<file path="src/rtl/pll_vote_pkg.sv">
package pll_vote_pkg;

   typedef enum logic [0:0] {
      SV_IDLE = 1'b0,
      SV_WAIT = 1'b1
   } soft_state_e;

   typedef struct packed {
      logic done;
      logic err;
   } poll_result_t;

endpackage

</file>
<file path="src/rtl/pvc_lock_poll.sv">
module pvc_lock_poll
   import pll_vote_pkg::*;
#(
   parameter int TICK_DIV   = 50,
   parameter int POLL_LIMIT = 200,
   parameter int READY_SYNC = 0
) (
   input  logic         clk,
   input  logic         rst_n,
   input  logic         launch,
   input  logic         ready_in,
   output logic         busy,
   output poll_result_t res
);

   localparam int DIV_W = $clog2(TICK_DIV + 1);
   localparam int CNT_W = $clog2(POLL_LIMIT + 1);

   logic             rdy;
   logic [DIV_W-1:0] div_q;
   logic [CNT_W-1:0] tick_q;

   // optional ready synchroniser, chosen by parameter
   generate
      if (READY_SYNC == 0) begin : g_direct
         assign rdy = ready_in;
      end else begin : g_sync
         logic [READY_SYNC-1:0] sh_q;
         always_ff @(posedge clk or negedge rst_n) begin
            if (!rst_n) begin
               sh_q <= '0;
            end else begin
               sh_q[0] <= ready_in;
               for (int i = 1; i < READY_SYNC; i++) begin
                  sh_q[i] <= sh_q[i-1];
               end
            end
         end
         assign rdy = sh_q[READY_SYNC-1];
      end
   endgenerate

   always_ff @(posedge clk or negedge rst_n) begin
      if (!rst_n) begin
         busy   <= 1'b0;
         div_q  <= '0;
         tick_q <= '0;
         res    <= '0;
      end else begin
         res <= '0;
         if (!busy) begin
            if (launch) begin
               busy   <= 1'b1;
               div_q  <= '0;
               tick_q <= '0;
            end
         end else if (div_q == DIV_W'(TICK_DIV - 1)) begin
            div_q <= '0;
            if (rdy) begin
               busy     <= 1'b0;
               res.done <= 1'b1;
            end else if (tick_q == CNT_W'(POLL_LIMIT - 1)) begin
               busy    <= 1'b0;
               res.err <= 1'b1;
            end else begin
               tick_q <= tick_q + 1'b1;
            end
         end else begin
            div_q <= div_q + 1'b1;
         end
      end
   end

endmodule

</file>
<file path="src/rtl/pvc_vote_core.sv">
module pvc_vote_core #(
   parameter int NUM_MASTERS = 4,
   parameter int LOCAL_ID    = 1
) (
   input  logic                   clk,
   input  logic                   rst_n,
   input  logic [NUM_MASTERS-1:0] ext_req,
   input  logic [NUM_MASTERS-1:0] ext_rel,
   input  logic                   loc_set,
   input  logic                   loc_clr,
   input  logic                   poll_busy,
   output logic [NUM_MASTERS-1:0] vote,
   output logic                   on,
   output logic                   start
);

   logic [NUM_MASTERS-1:0] set_b;
   logic [NUM_MASTERS-1:0] clr_b;
   logic [NUM_MASTERS-1:0] vote_nx;
   logic                   stop;

   // per-bit owner: the local bit belongs to the software stage
   generate
      for (genvar g = 0; g < NUM_MASTERS; g++) begin : g_bit
         if (g == LOCAL_ID) begin : g_loc
            logic unused_loc_port;
            assign unused_loc_port = ext_req[g] | ext_rel[g];
            assign set_b[g] = loc_set;
            assign clr_b[g] = loc_clr;
         end else begin : g_ext
            assign set_b[g] = ext_req[g];
            assign clr_b[g] = ext_rel[g] & ~ext_req[g];
         end
      end
   endgenerate

   always_comb begin
      vote_nx = (vote & ~clr_b) | set_b;
      start   = !on && (|vote_nx);
      stop    = on && !poll_busy && !(|vote_nx);
   end

   always_ff @(posedge clk or negedge rst_n) begin
      if (!rst_n) begin
         vote <= '0;
         on   <= 1'b0;
      end else begin
         vote <= vote_nx;
         if (start) begin
            on <= 1'b1;
         end else if (stop) begin
            on <= 1'b0;
         end
      end
   end

endmodule

</file>
<file path="src/rtl/pvc_soft_vote.sv">
module pvc_soft_vote
   import pll_vote_pkg::*;
#(
   parameter int NUM_SUBS = 4
) (
   input  logic                clk,
   input  logic                rst_n,
   input  logic [NUM_SUBS-1:0] sub_req,
   input  logic [NUM_SUBS-1:0] sub_rel,
   input  poll_result_t        poll_res,
   output logic [NUM_SUBS-1:0] mask,
   output logic                loc_set,
   output logic                loc_clr,
   output logic                grant,
   output logic                fail
);

   soft_state_e         st_q, st_nx;
   logic [NUM_SUBS-1:0] pend_q, pend_nx, mask_nx;
   logic                grant_nx, fail_nx;

   always_comb begin
      st_nx    = st_q;
      pend_nx  = pend_q;
      mask_nx  = mask;
      loc_set  = 1'b0;
      loc_clr  = 1'b0;
      grant_nx = 1'b0;
      fail_nx  = 1'b0;
      case (st_q)
         SV_IDLE: begin
            if (mask == '0) begin
               if (|sub_req) begin
                  pend_nx = sub_req;
                  st_nx   = SV_WAIT;
                  loc_set = 1'b1;
               end
            end else begin
               mask_nx  = (mask & ~sub_rel) | sub_req;
               grant_nx = |sub_req;
               loc_clr  = (mask_nx == '0);
            end
         end
         SV_WAIT: begin
            pend_nx = (pend_q & ~sub_rel) | sub_req;
            if (poll_res.done) begin
               st_nx = SV_IDLE;
               if (pend_nx != '0) begin
                  mask_nx  = pend_nx;
                  grant_nx = 1'b1;
               end else begin
                  loc_clr = 1'b1;
               end
               pend_nx = '0;
            end else if (poll_res.err) begin
               st_nx   = SV_IDLE;
               loc_clr = 1'b1;
               fail_nx = 1'b1;
               pend_nx = '0;
            end
         end
         default: st_nx = SV_IDLE;
      endcase
   end

   always_ff @(posedge clk or negedge rst_n) begin
      if (!rst_n) begin
         st_q   <= SV_IDLE;
         pend_q <= '0;
         mask   <= '0;
         grant  <= 1'b0;
         fail   <= 1'b0;
      end else begin
         st_q   <= st_nx;
         pend_q <= pend_nx;
         mask   <= mask_nx;
         grant  <= grant_nx;
         fail   <= fail_nx;
      end
   end

endmodule

</file>
<file path="src/rtl/pll_vote_ctrl.sv">
module pll_vote_ctrl
   import pll_vote_pkg::*;
#(
   parameter int NUM_MASTERS = 4,
   parameter int LOCAL_ID    = 1,
   parameter int NUM_SUBS    = 4,
   parameter int TICK_DIV    = 50,
   parameter int POLL_LIMIT  = 200,
   parameter int READY_SYNC  = 0
) (
   input  logic                   clk,
   input  logic                   rst_n,
   input  logic [NUM_MASTERS-1:0] vote_req,
   input  logic [NUM_MASTERS-1:0] vote_rel,
   input  logic [NUM_SUBS-1:0]    sub_req,
   input  logic [NUM_SUBS-1:0]    sub_rel,
   input  logic                   pll_ready,
   output logic [NUM_MASTERS-1:0] vote_word,
   output logic                   pll_on,
   output logic                   done,
   output logic                   err,
   output logic [NUM_SUBS-1:0]    sub_mask,
   output logic                   sub_done,
   output logic                   sub_err
);

   // elaboration-time parameter checks
   generate
      if (NUM_MASTERS < 2) begin : g_bad_masters
         $error("NUM_MASTERS must be at least 2");
      end
      if (LOCAL_ID < 0 || LOCAL_ID >= NUM_MASTERS) begin : g_bad_local
         $error("LOCAL_ID must index a vote bit");
      end
      if (NUM_SUBS < 1) begin : g_bad_subs
         $error("NUM_SUBS must be at least 1");
      end
      if (TICK_DIV < 1 || POLL_LIMIT < 1) begin : g_bad_poll
         $error("TICK_DIV and POLL_LIMIT must be positive");
      end
      if (READY_SYNC < 0) begin : g_bad_sync
         $error("READY_SYNC must not be negative");
      end
   endgenerate

   logic         loc_set, loc_clr;
   logic         start, poll_busy, launch;
   poll_result_t poll_res;

   pvc_vote_core #(
      .NUM_MASTERS (NUM_MASTERS),
      .LOCAL_ID    (LOCAL_ID)
   ) u_core (
      .clk       (clk),
      .rst_n     (rst_n),
      .ext_req   (vote_req),
      .ext_rel   (vote_rel),
      .loc_set   (loc_set),
      .loc_clr   (loc_clr),
      .poll_busy (poll_busy),
      .vote      (vote_word),
      .on        (pll_on),
      .start     (start)
   );

   // a poll runs on every switch-on and on every first local vote
   assign launch = !poll_busy && (start || loc_set);

   pvc_lock_poll #(
      .TICK_DIV   (TICK_DIV),
      .POLL_LIMIT (POLL_LIMIT),
      .READY_SYNC (READY_SYNC)
   ) u_poll (
      .clk      (clk),
      .rst_n    (rst_n),
      .launch   (launch),
      .ready_in (pll_ready),
      .busy     (poll_busy),
      .res      (poll_res)
   );

   pvc_soft_vote #(
      .NUM_SUBS (NUM_SUBS)
   ) u_soft (
      .clk      (clk),
      .rst_n    (rst_n),
      .sub_req  (sub_req),
      .sub_rel  (sub_rel),
      .poll_res (poll_res),
      .mask     (sub_mask),
      .loc_set  (loc_set),
      .loc_clr  (loc_clr),
      .grant    (sub_done),
      .fail     (sub_err)
   );

   assign done = poll_res.done;
   assign err  = poll_res.err;

endmodule

</file>
<file path="config.mk">
export PLATFORM = sky130hd
export DESIGN_NAME = pll_vote_ctrl
export DESIGN_NICKNAME = d
export VERILOG_FILES = /design/src/rtl/pll_vote_pkg.sv /design/src/rtl/pvc_lock_poll.sv /design/src/rtl/pvc_vote_core.sv /design/src/rtl/pvc_soft_vote.sv /design/src/rtl/pll_vote_ctrl.sv
export SDC_FILE = /design/constraint.sdc
export NUM_CORES = 1
export LEC_CHECK = 0
export CAP_MARGIN = 20
export CORE_MARGIN = 10
export CORE_UTILIZATION = 47
export CTS_BUF_LIST = sky130_fd_sc_hd__clkbuf_2
export DETAILED_ROUTE_END_ITERATION = 8
export GPL_ROUTABILITY_DRIVEN = 0
export PLACE_DENSITY = 0.83
export RECOVER_POWER = 25
export SYNTH_ARGS = -nofsm -noshare
export SYNTH_HDL_FRONTEND = slang
export SYNTH_SLANG_ARGS = --single-unit
</file>
<file path="constraint.sdc">
create_clock -name clk -period 2.3 [get_ports clk]
set_input_delay 0.46 -clock clk [delete_from_list [all_inputs] [get_ports clk]]
set_output_delay 0.46 -clock clk [all_outputs]
set_load 0.02 [all_outputs]
</file>
# [Word-level counts from Yosys, hierarchy flattened]
# Cells that the tools add are included.
# Widths: inputs -> output; s select.
[word_totals] regBits=33 latch_bits=0 ram_bits=0 mem_bits_ro=0 in_bits=19 output_inout_bits=13 wordCells=103 memories=0
[classes] add_sub_neg=2 mul=0 div=0 order_cmp=0 n_eq_ne=10 n_shift=0 muxes=46 bitwise_logic=15 reduce_logical=18
[op_table] operator="$mux 8" n=5
[op_table] operator="$mux 4" n=7
[op_table] operator="$mux 1" n=24
[op_table] operator="$mux 6" n=3
[op_table] operator="$pmux 4 s2" n=2
[op_table] operator="$and 4x4->4" n=3
[op_table] operator="$ne 2x2->1 const B" n=6
[op_table] operator="$or 4x4->4" n=3
[op_table] operator="$add 8x1->8 const B" n=1
[op_table] operator="$eq 8x8->1 const B" n=1
[op_table] operator="$logic_not 4->1" n=2
[op_table] operator="$not 4->4" n=2
[op_table] operator="$reduce_or 4->1" n=2
[op_table] operator="$add 6x1->6 const B" n=1
[op_table] operator="$eq 6x6->1 const B" n=1
[op_table] operator="$pmux 1 s2" n=3
[op_table] operator="$logic_and 1x1->1" n=4
[op_table] operator="$mux 2" n=2
[op_table] operator="$ne 2x1->1 const B" n=2
[op_table] operator="$not 1->1" n=4
[op_table] operator="$reduce_and 4->1" n=1
[op_table] operator="$reduce_bool 2->1" n=2
[op_table] operator="$reduce_bool 4->1" n=1
[op_table] operator="$and 1x1->1" n=3
[op_table] operator="other kinds (4)" n=6

# [Logic depth before layout (Yosys ltp)]
[depth] ltp_word=16 mapped_depth=7 mapped_depth_nobuf=6

# [Hierarchy]
# Synthesis repeated with hierarchy kept, for this count alone.
[unflattened] cells_unflattened=187 hier_area_um2=1893.1
[modules_own_cells] mod="pvc_lock_poll" instances=1 cells_per_inst=97 area_each_um2=992.2 seq_area_each_um2=425.4
[modules_own_cells] mod="pvc_soft_vote" instances=1 cells_per_inst=70 area_each_um2=665.6 seq_area_each_um2=275.3
[modules_own_cells] mod="pvc_vote_core" instances=1 cells_per_inst=19 area_each_um2=225.2 seq_area_each_um2=125.1
[modules_own_cells] mod="pll_vote_ctrl" instances=1 cells_per_inst=1 area_each_um2=10.0 seq_area_each_um2=0.0

# [Worst setup path before layout]
# No wires, ideal clock.
[synth_timing] path_type="register -> register" start="register u_poll.tick_q[0]" end="register u_poll.tick_q[1]" setup_ns=0.121 t_arrival_ns=1.917 required_time_ns=2.179 path_slack_ns=0.262 stages_incl_launch_ff=7 n_path_buf=0 period_less_slack_ns=2.038 cell_sequence="dfrtp_1 > ha_1 > and2_0 > a41o_1 > nor2_1 > mux2_2 > a22o_1"
[synth_between] elab_chain_len=5 word_cells_on_any_way=8 classes_between="add/sub: 1; eq/ne: 2; mux: 4; reduce/logical: 1"
[synth_lines] element="start, declared" line_no="pvc_lock_poll.sv:21" text="logic [CNT_W-1:0] tick_q;"
[synth_lines] element="start signal, assigned" line_no="pvc_lock_poll.sv:66" text="tick_q <= tick_q + 1'b1;"
[synth_lines] element="$add 8x1->8" line_no="pvc_lock_poll.sv:66"
[synth_lines] element="$mux 8" line_no="pvc_lock_poll.sv:62" text="end else if (tick_q == CNT_W'(POLL_LIMIT - 1)) begin"
[synth_lines] element="$mux 8" line_no="pvc_lock_poll.sv:59" text="if (rdy) begin"
[synth_lines] element="$mux 8" line_no="pvc_lock_poll.sv:57" text="end else if (div_q == DIV_W'(TICK_DIV - 1)) begin"
[synth_lines] element="$mux 8" line_no="pvc_lock_poll.sv:51" text="if (!busy) begin"
# Parallel ways exist; a longest one is shown, timed or not. The select of a mux whose other input is x is not followed.
# A chain may end at the register's enable or synchronous reset.

# [Final worst setup path]
[layout_timing] start="register u_poll.tick_q[0]" end="register u_poll.tick_q[4]"
# The elaborated chain is that of the path after synthesis.

==> impl_metrics.env <==
export IMPL_multiInputGateArea_um2=868
export IMPL_post_cts_buffers=0
export IMPL_grt_use_total_pct=13.4
export IMPL_place_inst=274
export IMPL_fmax_mhz=480
export IMPL_period_share_pct=90.5
export IMPL_critPathRequiredTime_ns=2.57
export IMPL_finalMaxSlewViolations=0
export IMPL_wl_met2_mm=1.96
export IMPL_ctsHoldBuffers=0
export IMPL_yosysUniqueCellTypes=46
export IMPL_synth_area_mm2=0.00180
export IMPL_cp_endpoint="u_poll.tick_q[4]"
export IMPL_start_util_pct=48.8
export IMPL_rsz0062_at_grt="false"
export IMPL_clkSlewWorstSetupHoldPaths_ns=0.15
export IMPL_crit_type="reg2reg"
export IMPL_vias=1539
export IMPL_avgSynthCellArea_um2=9.78
export IMPL_numCtsBuffers=5
export IMPL_p_per_area_mw_per_mm2=997
export IMPL_synthArstFlopShare_pct=100
export IMPL_status="finished, final reports clean"
export IMPL_report_power_total_w=0.00227
export IMPL_rrSetupSlack_ns=0.22
export IMPL_worst_pin_slew_ns=0.797
export IMPL_yosys_warnings=0
export IMPL_num_io_pins=32
export IMPL_syn_num_nets=206
export IMPL_finish_utilization_pct=61.8
export IMPL_max_slew_margin_pct=46.8
export IMPL_antenna_found_initial=0
export IMPL_yosys_area_top_type="dfrtp_1"
export IMPL_cts_sinks=33
export IMPL_crit_path_end_kind="register"
export IMPL_die_h_um=81.9
export IMPL_startpoint_type="register"
export IMPL_reg2reg_depth=7
export IMPL_cts_htree_levels=2
export IMPL_met1_length_mm=1.83
export IMPL_r2r_start="u_poll.tick_q[0]"
export IMPL_route_detailed_drc=0
export IMPL_period_minus_slack_ns=2.08
export IMPL_fillCellCount=338
export IMPL_first_pass_iters=6
export IMPL_critical_path_peak_fanout=6
export IMPL_total_leakage_power_nw=1.07
export IMPL_wl_met3_um=279
export IMPL_crit_path_start="u_poll.tick_q[0]"
export IMPL_final_cells=280
export IMPL_seq_area_frac_synth_pct=45.9
export IMPL_yosys_top_cells_area="dfrtp_1, a211o_2, a21oi_1"
export IMPL_top_layer="met4"
export IMPL_layout_nets=255
export IMPL_synth_ff_type="dfrtp_1"
export IMPL_grt_pass1_wl_mm=7.08
export IMPL_numPortBuffers=29
export IMPL_viasPerCell=5.50
export IMPL_clockBufferDepth=2
export IMPL_synth_seq_cells=33
export IMPL_synth_edf_count=0
export IMPL_antennaDiodeCount=0
export IMPL_drt_total_wl_mm=4.13
export IMPL_dieArea_mm2=0.00670
export IMPL_dp_hpwl_mm=3.09
export IMPL_ir_drop_v=0.000534
export IMPL_hp_class="reg2reg"
export IMPL_core_area_mm2=0.00369
export IMPL_area_growth_pct=26.6
export IMPL_cts_root_buf="clkbuf_2"
export IMPL_grt_max_degree=34
export IMPL_cts_tree="built"
export IMPL_insertion_delay_ns=0.38
export IMPL_antenna_left=0
export IMPL_num_rows=22
export IMPL_fin_skew_ns=0.0169
export IMPL_synth_top_area_share_pct=45.9
export IMPL_drtIter0Drc=70
export IMPL_finalHoldViolCount=0
export IMPL_grt_ovfl_total=0
export IMPL_setup_viol=0
export IMPL_die_width_um=81.9
export IMPL_max_cap_violations=0
export IMPL_postSynthCellCount=184
export IMPL_postCtsResizedCells=0
export IMPL_drive_gt1_share_pct=20.7
export IMPL_regArea_um2=826
export IMPL_r2r_end="u_poll.tick_q[4]"
export IMPL_cp_arrival_ns=2.35
export IMPL_grt_pass1_vias=1578
export IMPL_wire_per_inst_um=14.7
routing by layer:
metal	up-vias	track usage (%)
met5	-	0
met4	0	4.76
met3	6	4.91
met2	37	22.2
met1	728	15.7
li1	768	-
flip-flops by register name (all words and copies together) (netlist names):
register / flops
u_core.on: 1
u_soft.st_q: 1
u_poll.res: 2
u_soft.pend_q: 4
u_poll.busy: 1
u_soft.grant: 1
u_poll.div_q: 6
u_soft.mask: 4
u_core.vote: 4
u_soft.fail: 1
u_poll.tick_q: 8
critical path, cell delays in order (launching register included):
cell	delay (ns)
dfrtp_1	0.45
ha_1	0.24
and2_0	0.25
a41o_1	0.29
nor2_1	0.20
buf_4	0.17
a31oi_1	0.09
a221o_2	0.31
cell usage in the layout (no fill, tap or decap), types with 7 or more instances in the layout:
cell / instances
a21oi_1: 12
a31oi_1: 7
buf_4: 19
clkdlybuf4s50_1: 28
dfrtp_1: 33
inv_1: 15
nand2_1: 15
nor2_1: 9
nor2b_1: 8
o21ai_0: 8
cell usage after synthesis (3+ instances only):
library cell,n
ha_1,3
o21ai_0,8
a211o_2,6
nand3_1,5
o22ai_1,6
nand2_1,15
and3_1,6
nor2b_1,8
inv_1,15
a21oi_1,12
clkbuf_1,4
nor2_1,9
and4_1,3
nor3_1,6
a221o_2,3
dfrtp_1,33
a31oi_1,7
area by class of cell:
| cell class | instances | share of cell area [%] |
|---|---|---|
| Inverter | 15 | 2.47 |
| Multi-Input combinational cell | 129 | 38.1 |
| Clock inverter | 1 | 0.220 |
| Tap cell | 48 | 2.64 |
| Clock buffer | 5 | 1.10 |
| Timing Repair Buffer | 49 | 19.2 |
| Sequential cell | 33 | 36.2 |
how the worst min path moves through the flow:
| stage | from | end | slack [ns] | cells past startpoint |
|---|---|---|---|---|
| 2_1_floorplan | rst_n | u_core.on | 0.16 | 0 |
| 3_3_place_gp | u_soft.pend_q[3] | u_soft.pend_q[3] | 0.46 | 2 |
| 3_5_place_dp | u_soft.pend_q[0] | u_soft.pend_q[0] | 0.46 | 2 |
| 4_1_cts | rst_n | u_soft.fail | 0.45 | 2 |
| 5_1_grt | u_soft.pend_q[3] | u_soft.pend_q[3] | 0.54 | 2 |
| 6_report | u_soft.pend_q[0] | u_soft.pend_q[0] | 0.49 | 2 |
logic make-up (layout without fill, tap and decap cells):
logic type	after synthesis	in the layout	synth area share, %
and+or+nand+nor	69	69	22.7
muxes	1	1	0.626
AOI/OAI and AO/OA	55	55	22.3
DFF	33	33	45.9
buffers and inverters	22	70	5.84
adders and majority gates	3	3	2.09
xor gates and xnor gates	1	1	0.487
through the flow:
step                worst slack, ns  area (um^2)  hold slack, ns  setup TNS, ns
floorplan                     0.262         1800           0.164              0
global placement             -0.138         2250           0.456          -1.94
detailed placement           -0.155         2250           0.464          -2.17
CTS                           0.215         2280           0.454              0
global route                  0.121         2280           0.545              0
finish                        0.219         2280           0.491              0
power breakdown:
group / switching [W] / internal [W] / leakage [nW]
clock network: 0.000191 / 0.0000619 / 0.0247
registers: 0.000232 / 0.000791 / 0.392
logic: 0.000490 / 0.000506 / 0.654
Power figures use the tool's default switching activity.
